### config.mk
export PLATFORM = sky130hd
export DESIGN_NAME = vid_ramp_engine
export DESIGN_NICKNAME = d
export VERILOG_FILES = /design/src/rtl/vid_pkg.sv /design/src/rtl/vid_settle_timer.sv /design/src/rtl/vid_next_code.sv /design/src/rtl/vid_ramp_engine.sv
export SDC_FILE = /design/constraint.sdc
export NUM_CORES = 1
export LEC_CHECK = 0
export ABC_AREA = 1
export CAP_MARGIN = 20
export CORE_ASPECT_RATIO = 0.8
export CORE_MARGIN = 3
export CORE_UTILIZATION = 40
export DETAILED_ROUTE_END_ITERATION = 8
export DONT_BUFFER_PORTS = 1
export GPL_TIMING_DRIVEN = 0
export PLACE_DENSITY = 0.53
export SYNTH_ARGS = -nofsm -noshare
export SYNTH_HDL_FRONTEND = slang
export SYNTH_HIERARCHICAL = 1
export SYNTH_SLANG_ARGS = --single-unit
### constraint.sdc
create_clock -name clk -period 4.9 [get_ports clk]
set_clock_uncertainty 0.15 [all_clocks]
set_input_delay 0.49 -clock clk [delete_from_list [all_inputs] [get_ports clk]]
set_output_delay 0.49 -clock clk [all_outputs]
set_load 0.05 [all_outputs]
### src/rtl/vid_pkg.sv
package vid_pkg;

    localparam int SEL_W = 3;
    localparam int DLY_W = 9;

    typedef enum logic {
        ST_IDLE = 1'b0,
        ST_WAIT = 1'b1
    } eng_state_e;

    typedef struct packed {
        logic             slam;
        logic [SEL_W-1:0] slam_sel;
        logic [SEL_W-1:0] ramp_sel;
    } xfer_cfg_t;

    function automatic logic [DLY_W-1:0] settle_ticks(input logic [SEL_W-1:0] sel);
        logic [DLY_W-1:0] t;
        case (sel)
            3'd0:    t = DLY_W'(10);
            3'd1:    t = DLY_W'(20);
            3'd2:    t = DLY_W'(30);
            3'd3:    t = DLY_W'(40);
            3'd4:    t = DLY_W'(60);
            3'd5:    t = DLY_W'(100);
            3'd6:    t = DLY_W'(200);
            default: t = DLY_W'(500);
        endcase
        return t;
    endfunction

endpackage

### src/rtl/vid_settle_timer.sv
module vid_settle_timer #(
    parameter int CNT_W = 9
) (
    input  logic             clk,
    input  logic             rst,
    input  logic             load,
    input  logic [CNT_W-1:0] load_val,
    input  logic             tick,
    output logic             expire
);
    localparam logic [CNT_W-1:0] LAST = CNT_W'(1);

    logic [CNT_W-1:0] cnt_q;

    always_ff @(posedge clk) begin
        if (rst) begin
            cnt_q <= '0;
        end else if (load) begin
            cnt_q <= load_val;
        end else if (tick && cnt_q != '0) begin
            cnt_q <= cnt_q - LAST;
        end
    end

    assign expire = tick && (cnt_q == LAST);

endmodule

### src/rtl/vid_next_code.sv
module vid_next_code #(
    parameter int VID_W = 7
) (
    input  logic [VID_W-1:0] cur,
    input  logic [VID_W-1:0] tgt,
    input  logic             slam,
    output logic [VID_W-1:0] nxt,
    output logic             at_tgt
);
    localparam logic [VID_W-1:0] UNIT = VID_W'(1);

    always_comb begin
        at_tgt = (cur == tgt);
        if (slam || at_tgt) begin
            nxt = tgt;
        end else if (tgt > cur) begin
            nxt = cur + UNIT;
        end else begin
            nxt = cur - UNIT;
        end
    end

endmodule

### src/rtl/vid_ramp_engine.sv
module vid_ramp_engine
    import vid_pkg::*;
#(
    parameter int               VID_W     = 7,
    parameter logic [VID_W-1:0] RESET_VID = 7'h40
) (
    input  logic                 clk,
    input  logic                 rst,
    input  logic                 req,
    input  logic [VID_W-1:0]     req_vid,
    input  logic                 req_slam,
    input  logic [SEL_W-1:0]     slam_time_sel,
    input  logic [SEL_W-1:0]     ramp_time_sel,
    input  logic                 us_tick,
    output logic [VID_W-1:0]     vid_out,
    output logic                 vid_upd,
    output logic                 busy,
    output logic                 done
);
    eng_state_e       state_q;
    xfer_cfg_t        cfg_q;
    xfer_cfg_t        cfg_use;
    logic [VID_W-1:0] tgt_q;
    logic [VID_W-1:0] tgt_use;
    logic [VID_W-1:0] vid_q;
    logic [VID_W-1:0] vid_nxt;
    logic             at_tgt;
    logic             accept;
    logic             start;
    logic             step_issue;
    logic             finish;
    logic             issue;
    logic             expire;
    logic             upd_q;
    logic             done_q;
    logic [DLY_W-1:0] wait_len;

    assign accept  = (state_q == ST_IDLE) && req;
    assign cfg_use = accept ? xfer_cfg_t'{slam: req_slam, slam_sel: slam_time_sel,
                                          ramp_sel: ramp_time_sel} : cfg_q;
    assign tgt_use = accept ? req_vid : tgt_q;

    vid_next_code #(.VID_W(VID_W)) u_next (
        .cur    (vid_q),
        .tgt    (tgt_use),
        .slam   (cfg_use.slam),
        .nxt    (vid_nxt),
        .at_tgt (at_tgt)
    );

    assign start      = accept && !at_tgt;
    assign step_issue = (state_q == ST_WAIT) && expire && !at_tgt;
    assign finish     = (state_q == ST_WAIT) && expire && at_tgt;
    assign issue      = start || step_issue;
    assign wait_len   = settle_ticks(cfg_use.slam ? cfg_use.slam_sel : cfg_use.ramp_sel);

    vid_settle_timer #(.CNT_W(DLY_W)) u_timer (
        .clk      (clk),
        .rst      (rst),
        .load     (issue),
        .load_val (wait_len),
        .tick     (us_tick),
        .expire   (expire)
    );

    always_ff @(posedge clk) begin
        if (rst) begin
            state_q <= ST_IDLE;
            cfg_q   <= '0;
            tgt_q   <= RESET_VID;
            vid_q   <= RESET_VID;
            upd_q   <= 1'b0;
            done_q  <= 1'b0;
        end else begin
            upd_q  <= issue;
            done_q <= (accept && at_tgt) || finish;
            if (accept) begin
                cfg_q <= cfg_use;
                tgt_q <= req_vid;
            end
            if (issue) begin
                vid_q <= vid_nxt;
            end
            if (start) begin
                state_q <= ST_WAIT;
            end else if (finish) begin
                state_q <= ST_IDLE;
            end
        end
    end

    assign vid_out = vid_q;
    assign vid_upd = upd_q;
    assign busy    = (state_q == ST_WAIT);
    assign done    = done_q;

endmodule

==> results of run 1 <==
-- report_power, final --
group	internal [mW]	total, mW	switching [mW]
Combinational	0.194	0.520	0.325
Sequential	0.306	0.385	0.0790
Clock	0.166	0.269	0.103
Total	0.666	1.17	0.508
-- flip-flops by register name, indices dropped and copies added, names as in the netlist --
name,count
busy,1
cfg_q,7
done,1
tgt_q,7
u_timer/cnt_q,9
vid_out,7
vid_upd,1
-- layer usage --
| layer | GRT usage | vias up |
|---|---|---|
| li1 | - | 1226 |
| met1 | 0.276 | 929 |
| met2 | 0.228 | 50 |
| met3 | 0.0434 | 2 |
| met4 | 0.0390 | 0 |
| met5 | 0 | - |
-- critical path, cell delays in order (launching register included) --
cell and delay, ns:
dfxtp_1 0.73, inv_2 0.14, nand2_4 0.15, buf_6 0.15
buf_2 0.19, nand2_1 0.06, o21ai_0 0.10, inv_1 0.13
ha_1 0.30, nand2_2 0.07, nor2_4 0.13, nand4_4 0.12
inv_4 0.11, inv_1 0.06, nand2_1 0.26, inv_2 0.18
inv_1 0.23, clkbuf_1 0.42, nand3_1 0.12, o21ai_0 0.18
a21oi_1 0.06
-- Yosys cell counts (2+ instances only) --
master / number / share of area
xor2_1: 2 / 0.0073
nand3b_1: 5 / 0.016
o21ai_1: 2 / 0.0042
nand2_1: 118 / 0.18
dfxtp_1: 33 / 0.27
buf_2: 2 / 0.0042
inv_1: 52 / 0.081
nand3_1: 33 / 0.069
clkbuf_1: 3 / 0.0047
nand2_2: 10 / 0.026
o21ai_0: 25 / 0.052
inv_2: 4 / 0.0062
ha_1: 15 / 0.078
nor3_1: 2 / 0.0042
a21oi_1: 14 / 0.029
nor2_1: 44 / 0.069
buf_6: 2 / 0.0094
-- cell families (layout without fill, tap and decap cells) --
group	Yosys count	in the layout	share of synthesized area
AOI/OAI and AO/OA	44	44	0.0952
buffers and inverters	67	75	0.117
xor gates and xnor gates	3	3	0.0109
adders and majority gates	16	16	0.0864
other	1	1	0.00156
and+or+nand+nor	223	223	0.415
DFF	33	33	0.275
-- layout make-up --
| cell class | count | area, µm² |
|---|---|---|
| tap | 78 | 97.6 |
| fill | 619 | 3000 |
| multi-input combinational | 287 | 1460 |
| sequential | 33 | 661 |
| inverter | 58 | 225 |
| clock inverter | 1 | 30.0 |
| buffer | 9 | 55.1 |
| clock buffer | 7 | 86.3 |
-- worst max path at each step --
stage               from  depth (start not counted)  slack [ns]               end
detailed placement  busy                         20        0.76  u_timer/cnt_q[4]
global route        busy                         20        0.38  u_timer/cnt_q[4]
floorplan           busy                         21        1.42        vid_out[4]
global placement    busy                         20        0.72  u_timer/cnt_q[4]
finish              busy                         20        0.76  u_timer/cnt_q[4]
CTS                 busy                         20        0.74  u_timer/cnt_q[4]
-- per-stage QoR --
| stage | cell area [µm²] | hold slack [ns] | std cells | setup slack [ns] |
|---|---|---|---|---|
| floorplan | 2400 | 0.337 | 387 | 1.42 |
| global placement | 2500 | 0.366 | 465 | 0.722 |
| detailed placement | 2500 | 0.374 | 465 | 0.756 |
| CTS | 2620 | 0.107 | 473 | 0.742 |
| global route | 2620 | 0.102 | 473 | 0.376 |
| finish | 2620 | 0.117 | 473 | 0.756 |
==> results by group, run 1 <==
CTS
  – CTS hold repair buffers: 0
  – Root buffer cell: clkbuf_8
  – Buffers from clock root to sink, at most: 2
  – CTS sink cnt: 33
  – Post-cts gate resize count: 0
  – Cts bufs inserted: 5
  – Clock tree from TritonCTS: done
  – Setup repair bufs after CTS: 0
  – Insertion delay to the later sink of the worst-skew pair: 0.28 ns
  – CTS clock-pin slew for the worst setup and hold paths: 0.08 ns
  – H-tree levels: 2

Routing
  – 1st-iter DRT viols: 106
  – DRC errors left: 0
  – Number of detailed-route iterations in the first pass: 4
  – Post-detailed-route via-to-cell ratio: 4.67
  – Count of vias placed by the detailed router: 2207
  – Total detailed-routing wirelength: 5.70 mm
  – Met1 wire length: 3.19 mm
  – Total length of routed met3 wires: 428 µm
  – Antenna-violating nets left: 0
  – Avg WL per Cell: 12.1 µm
  – Met2 WL post-DR: 2.06 mm
  – Uppermost signal routing layer after detailed routing: met4

Global route
  – Global route total overflow: 0
  – Global Route Usage Sum: 0.173
  – Pin count of the biggest net entering global routing: 11
  – Vias in the first global route: 1914
  – Global-route wire length before repair: 9.53 mm
  – Antenna violations before repair: 0

Min path
  – Min-delay src: rst
  – Capture endpoint of the worst hold path: cfg_q[0]
  – Worst hold path depth: 1
  – Hold Crit Class: in2reg

Synthesis
  – Distinct cell type count of the synthesized netlist: 38
  – Average instance area after synthesis: 6.21 µm²
  – Gate count after technology mapping: 387
  – Share of synthesized flip-flops with an asynchronous set or reset: 0
  – Post-synthesis instance area: 2400 µm²
  – #FFs+latches synth: 33
  – Register area share after synthesis: 0.275
  – Syn nets: 421
  – Post-synth top flop: dfxtp_1
  – Number of flops mapped to enable cells by yosys: 0
  – Number of warnings reported in the yosys synthesis log: 6

STA
  – Ratio of final minimum period to clock period: 0.846
  – Final setup violation count: 0
  – Setup total negative slack: 0 ns
  – Relative max-transition margin: 0.502
  – Final critical path time including I/O delays and setup: 4.14 ns
  – Actual slew at the worst max-slew pin: 0.745 ns
  – Maximum clock frequency: 241 MHz
  – Hold violation total from the final report: 0
  – Setup repair after global routing missed its margin: false
  – Final Slew Violations: 0

Floorplan
  – Die footprint: 6980 µm²
  – Area of the core: 5620 µm²
  – Width of the chip: 92.7 µm
  – Initial core utilization: 0.428
  – Cell row count: 24
  – IO Pins: 28
  – Die height: 75.4 µm

Worst setup path
  – Endpoint of the most critical register-to-register path: u_timer/cnt_q[4]
  – Classification of the worst setup path: reg2reg
  – Startpoint type of the worst setup path: flop
  – FF-to-FF setup slack: 0.76 ns
  – CP arrival: 4.17 ns
  – Kind of end point of the critical path: flop
  – Path depth of the worst reg2reg path: 20
  – Worst Path Required: 4.93 ns
  – Peak fanout along the critical path: 10
  – R2R Path Start: busy

Power and ir drop
  – Power density over the cells: 448 nW/µm²
  – Power consumption: 1.17 mW
  – Standby leakage power: 1.35 nW
  – Maximum VDD drop: 0.187 mV

Final layout
  – Fin util: 0.466
  – Antenna diode count: 0
  – Fraction of layout instances using a drive strength above 1: 0.0937
  – Commonest cells after routing, fill and taps aside: 118 x nand2_1, 52 x inv_1, 44 x nor2_1, 33 x nand3_1, 33 x dfxtp_1
  – Net total in the final layout: 428
  – Commonest non-fill, non-tap cell in the layout: nand2_1
  – Area growth syn-to-layout: 8.90%

Place
  – Final HPWL DP: 4.38 mm
  – Port Buf Inserts: 0
  – Placer's final routability congestion estimate: 0.815

Outcome
  – Result of the run: complete, no violations

Job
  – Max-cap viol count: 0
(Power assumes the default switching activity.)
==> run 2, diff against run 1 <==
clock period = 3.89 ns   (was 4.9 ns; I/O delays follow)
==> results by group, run 2 (synthesis results as in run 1) <==
Outcome
  – Result of the run: complete, no violations (unchanged)

Job
  – Max-cap viol count: 0 (unchanged)

Power and ir drop
  – Maximum VDD drop: 0.237 mV (was 0.187 mV)
  – Power consumption: 1.50 mW (was 1.17 mW)
  – Power density over the cells: 563 nW/µm² (was 448 nW/µm²)
  – Standby leakage power: 1.36 nW (was 1.35 nW)

Final layout
  – Fraction of layout instances using a drive strength above 1: 0.111 (was 0.0937)
  – Antenna diode count: 0 (unchanged)
  – Commonest non-fill, non-tap cell in the layout: nand2_1 (unchanged)
  – Max FFs per register: 9 (unchanged)
  – Net total in the final layout: 431 (was 428)
  – Area growth syn-to-layout: 11.0% (was 8.90%)
  – Area of the multi-input gates: 1480 µm² (was 1460 µm²)
  – Most flops, register: u_timer/cnt_q (unchanged)
  – Sequential cell area: 664 µm² (was 661 µm²)
  – Commonest cells after routing, fill and taps aside: 118 x nand2_1, 51 x inv_1, 44 x nor2_1, 33 x nand3_1, 32 x dfxtp_1 (was 118 x nand2_1, 52 x inv_1, 44 x nor2_1, 33 x nand3_1, 33 x dfxtp_1)
  – Number of filler cells placed in the layout: 618 (was 619)

Global route
  – Vias in the first global route: 1909 (was 1914)
  – Antenna violations before repair: 0 (unchanged)
  – Global route total overflow: 0 (unchanged)
  – Global-route wire length before repair: 9.50 mm (was 9.53 mm)
  – Global Route Usage Sum: 0.172 (was 0.173)
  – Pin count of the biggest net entering global routing: 17 (was 11)

CTS
  – CTS sink cnt: 33 (unchanged)
  – Root buffer cell: clkbuf_8 (unchanged)
  – Cts bufs inserted: 5 (unchanged)
  – CTS clock-pin slew for the worst setup and hold paths: 0.07 ns (was 0.08 ns)
  – CTS hold repair buffers: 0 (unchanged)
  – Buffers from clock root to sink, at most: 2 (unchanged)
  – Clock tree from TritonCTS: done (unchanged)
  – H-tree levels: 2 (unchanged)
  – Insertion delay to the later sink of the worst-skew pair: 0.28 ns (about the same)

Floorplan
  – Cell row count: 24 (unchanged)
  – Die height: 75.4 µm (unchanged)
  – Width of the chip: 92.7 µm (unchanged)
  – Die footprint: 6980 µm² (unchanged)
  – IO Pins: 28 (unchanged)
  – Initial core utilization: 0.428 (unchanged)
  – Area of the core: 5620 µm² (unchanged)

Routing
  – Antenna-violating nets left: 0 (unchanged)
  – Count of vias placed by the detailed router: 2219 (was 2207)
  – Number of detailed-route iterations in the first pass: 4 (unchanged)
  – Total detailed-routing wirelength: 5.73 mm (was 5.70 mm)
  – DRC errors left: 0 (unchanged)
  – Post-detailed-route via-to-cell ratio: 4.66 (was 4.67)
  – 1st-iter DRT viols: 132 (was 106)
  – Avg WL per Cell: 12.0 µm (was 12.1 µm)

Min path
  – Min-delay src: rst (unchanged)
  – Hold Crit Class: in2reg (unchanged)
  – Worst hold path depth: 1 (unchanged)
  – Capture endpoint of the worst hold path: cfg_q[0] (unchanged)

Worst setup path
  – Worst Path Required: 3.91 ns (was 4.93 ns)
  – Classification of the worst setup path: reg2reg (unchanged)
  – Peak fanout along the critical path: 10 (unchanged)
  – Kind of end point of the critical path: flop (unchanged)
  – Endpoint of the most critical register-to-register path: vid_out[5] (was u_timer/cnt_q[4])
  – R2R Path Start: busy (unchanged)
  – Path depth of the worst reg2reg path: 23 (was 20)
  – CP arrival: 3.53 ns (was 4.17 ns)
  – FF-to-FF setup slack: 0.38 ns (was 0.76 ns)
  – Startpoint type of the worst setup path: flop (unchanged)

STA
  – Setup repair after global routing missed its margin: false (unchanged)
  – Actual slew at the worst max-slew pin: 0.747 ns (was 0.745 ns)
  – Maximum clock frequency: 285 MHz (was 241 MHz)
  – Relative max-transition margin: 0.502 (about the same)
  – Ratio of final minimum period to clock period: 0.903 (was 0.846)
  – Final Slew Violations: 0 (unchanged)
  – Hold Worst Slack: 0.0200 ns (was 0.117 ns)
  – Hold violation total from the final report: 0 (unchanged)
  – Final critical path time including I/O delays and setup: 3.51 ns (was 4.14 ns)
  – Final setup violation count: 0 (unchanged)

Place
  – Placer's final routability congestion estimate: 0.815 (unchanged)
  – Port Buf Inserts: 0 (unchanged)
  – Final HPWL DP: 4.38 mm (unchanged)
run 2: per-layer routing:
metal	up-vias	track usage	wire length, µm
met5	-	0	0
met4	0	0.0390	25
met3	2	0.0434	349
met2	42	0.228	2130
met1	947	0.273	3230
li1	1228	-	-
run 2: area by class of cell:
cell class,count,area share
Multi-Input combinational cell,287,0.555
Sequential cell,33,0.249
Inverter,58,0.0858
Tap cell,78,0.0366
Clock buffer,7,0.0323
Buffer,8,0.0192
Clock inverter,1,0.0112
Timing Repair Buffer,4,0.0112
run 2: worst max path at each step:
stage,from,end,cells after the start
global placement,busy,u_timer/cnt_q[4],20
floorplan,busy,vid_out[4],21
finish,busy,vid_out[5],23
CTS,busy,u_timer/cnt_q[1],20
detailed placement,busy,u_timer/cnt_q[4],20
global route,busy,vid_out[5],23
run 2: what timing repair did:
action	4_1_cts	5_1_grt
endpoints found under the hold margin	0	0
setup buffers	0	4
setup endpoints to repair	11	14
gates resized for setup	1	6
run 2: through the flow:
stage | setup TNS [ns] | instance area [µm²] | utilization | setup WS (ns) | instances
6_report | 0 | 2670 | 0.475 | 0.376 | 476
5_1_grt | 0 | 2670 | 0.475 | 0.00972 | 476
4_1_cts | 0 | 2620 | 0.466 | 0.105 | 472
3_5_place_dp | -1.48 | 2500 | 0.446 | -0.254 | 465
3_3_place_gp | -1.83 | 2500 | 0.446 | -0.288 | 465
2_1_floorplan | 0 | 2400 | - | 0.413 | 387
run 2: power breakdown:
group | total (mW) | switching (mW) | internal [mW]
Combinational | 0.678 | 0.418 | 0.261
Sequential | 0.486 | 0.100 | 0.386
Clock | 0.338 | 0.129 | 0.209
Total | 1.50 | 0.648 | 0.855
run 2: worst max-delay path: stages, from the launching register on:
cell and delay (ns):
dfxtp_4 0.47, inv_2 0.09, nand2_4 0.12, buf_6 0.15
buf_2 0.19, nand2_1 0.06, o21ai_0 0.12, inv_1 0.10
ha_1 0.34, a21oi_1 0.17, nand2_1 0.06, nand2_1 0.07
nand2_1 0.10, nand2_4 0.14, ha_1 0.31, nand2_1 0.09
inv_1 0.05, nand4_1 0.06, nand3_1 0.11, xor2_1 0.15
nand2_1 0.05, nand2_1 0.04, o21ai_0 0.15, nor2_1 0.06
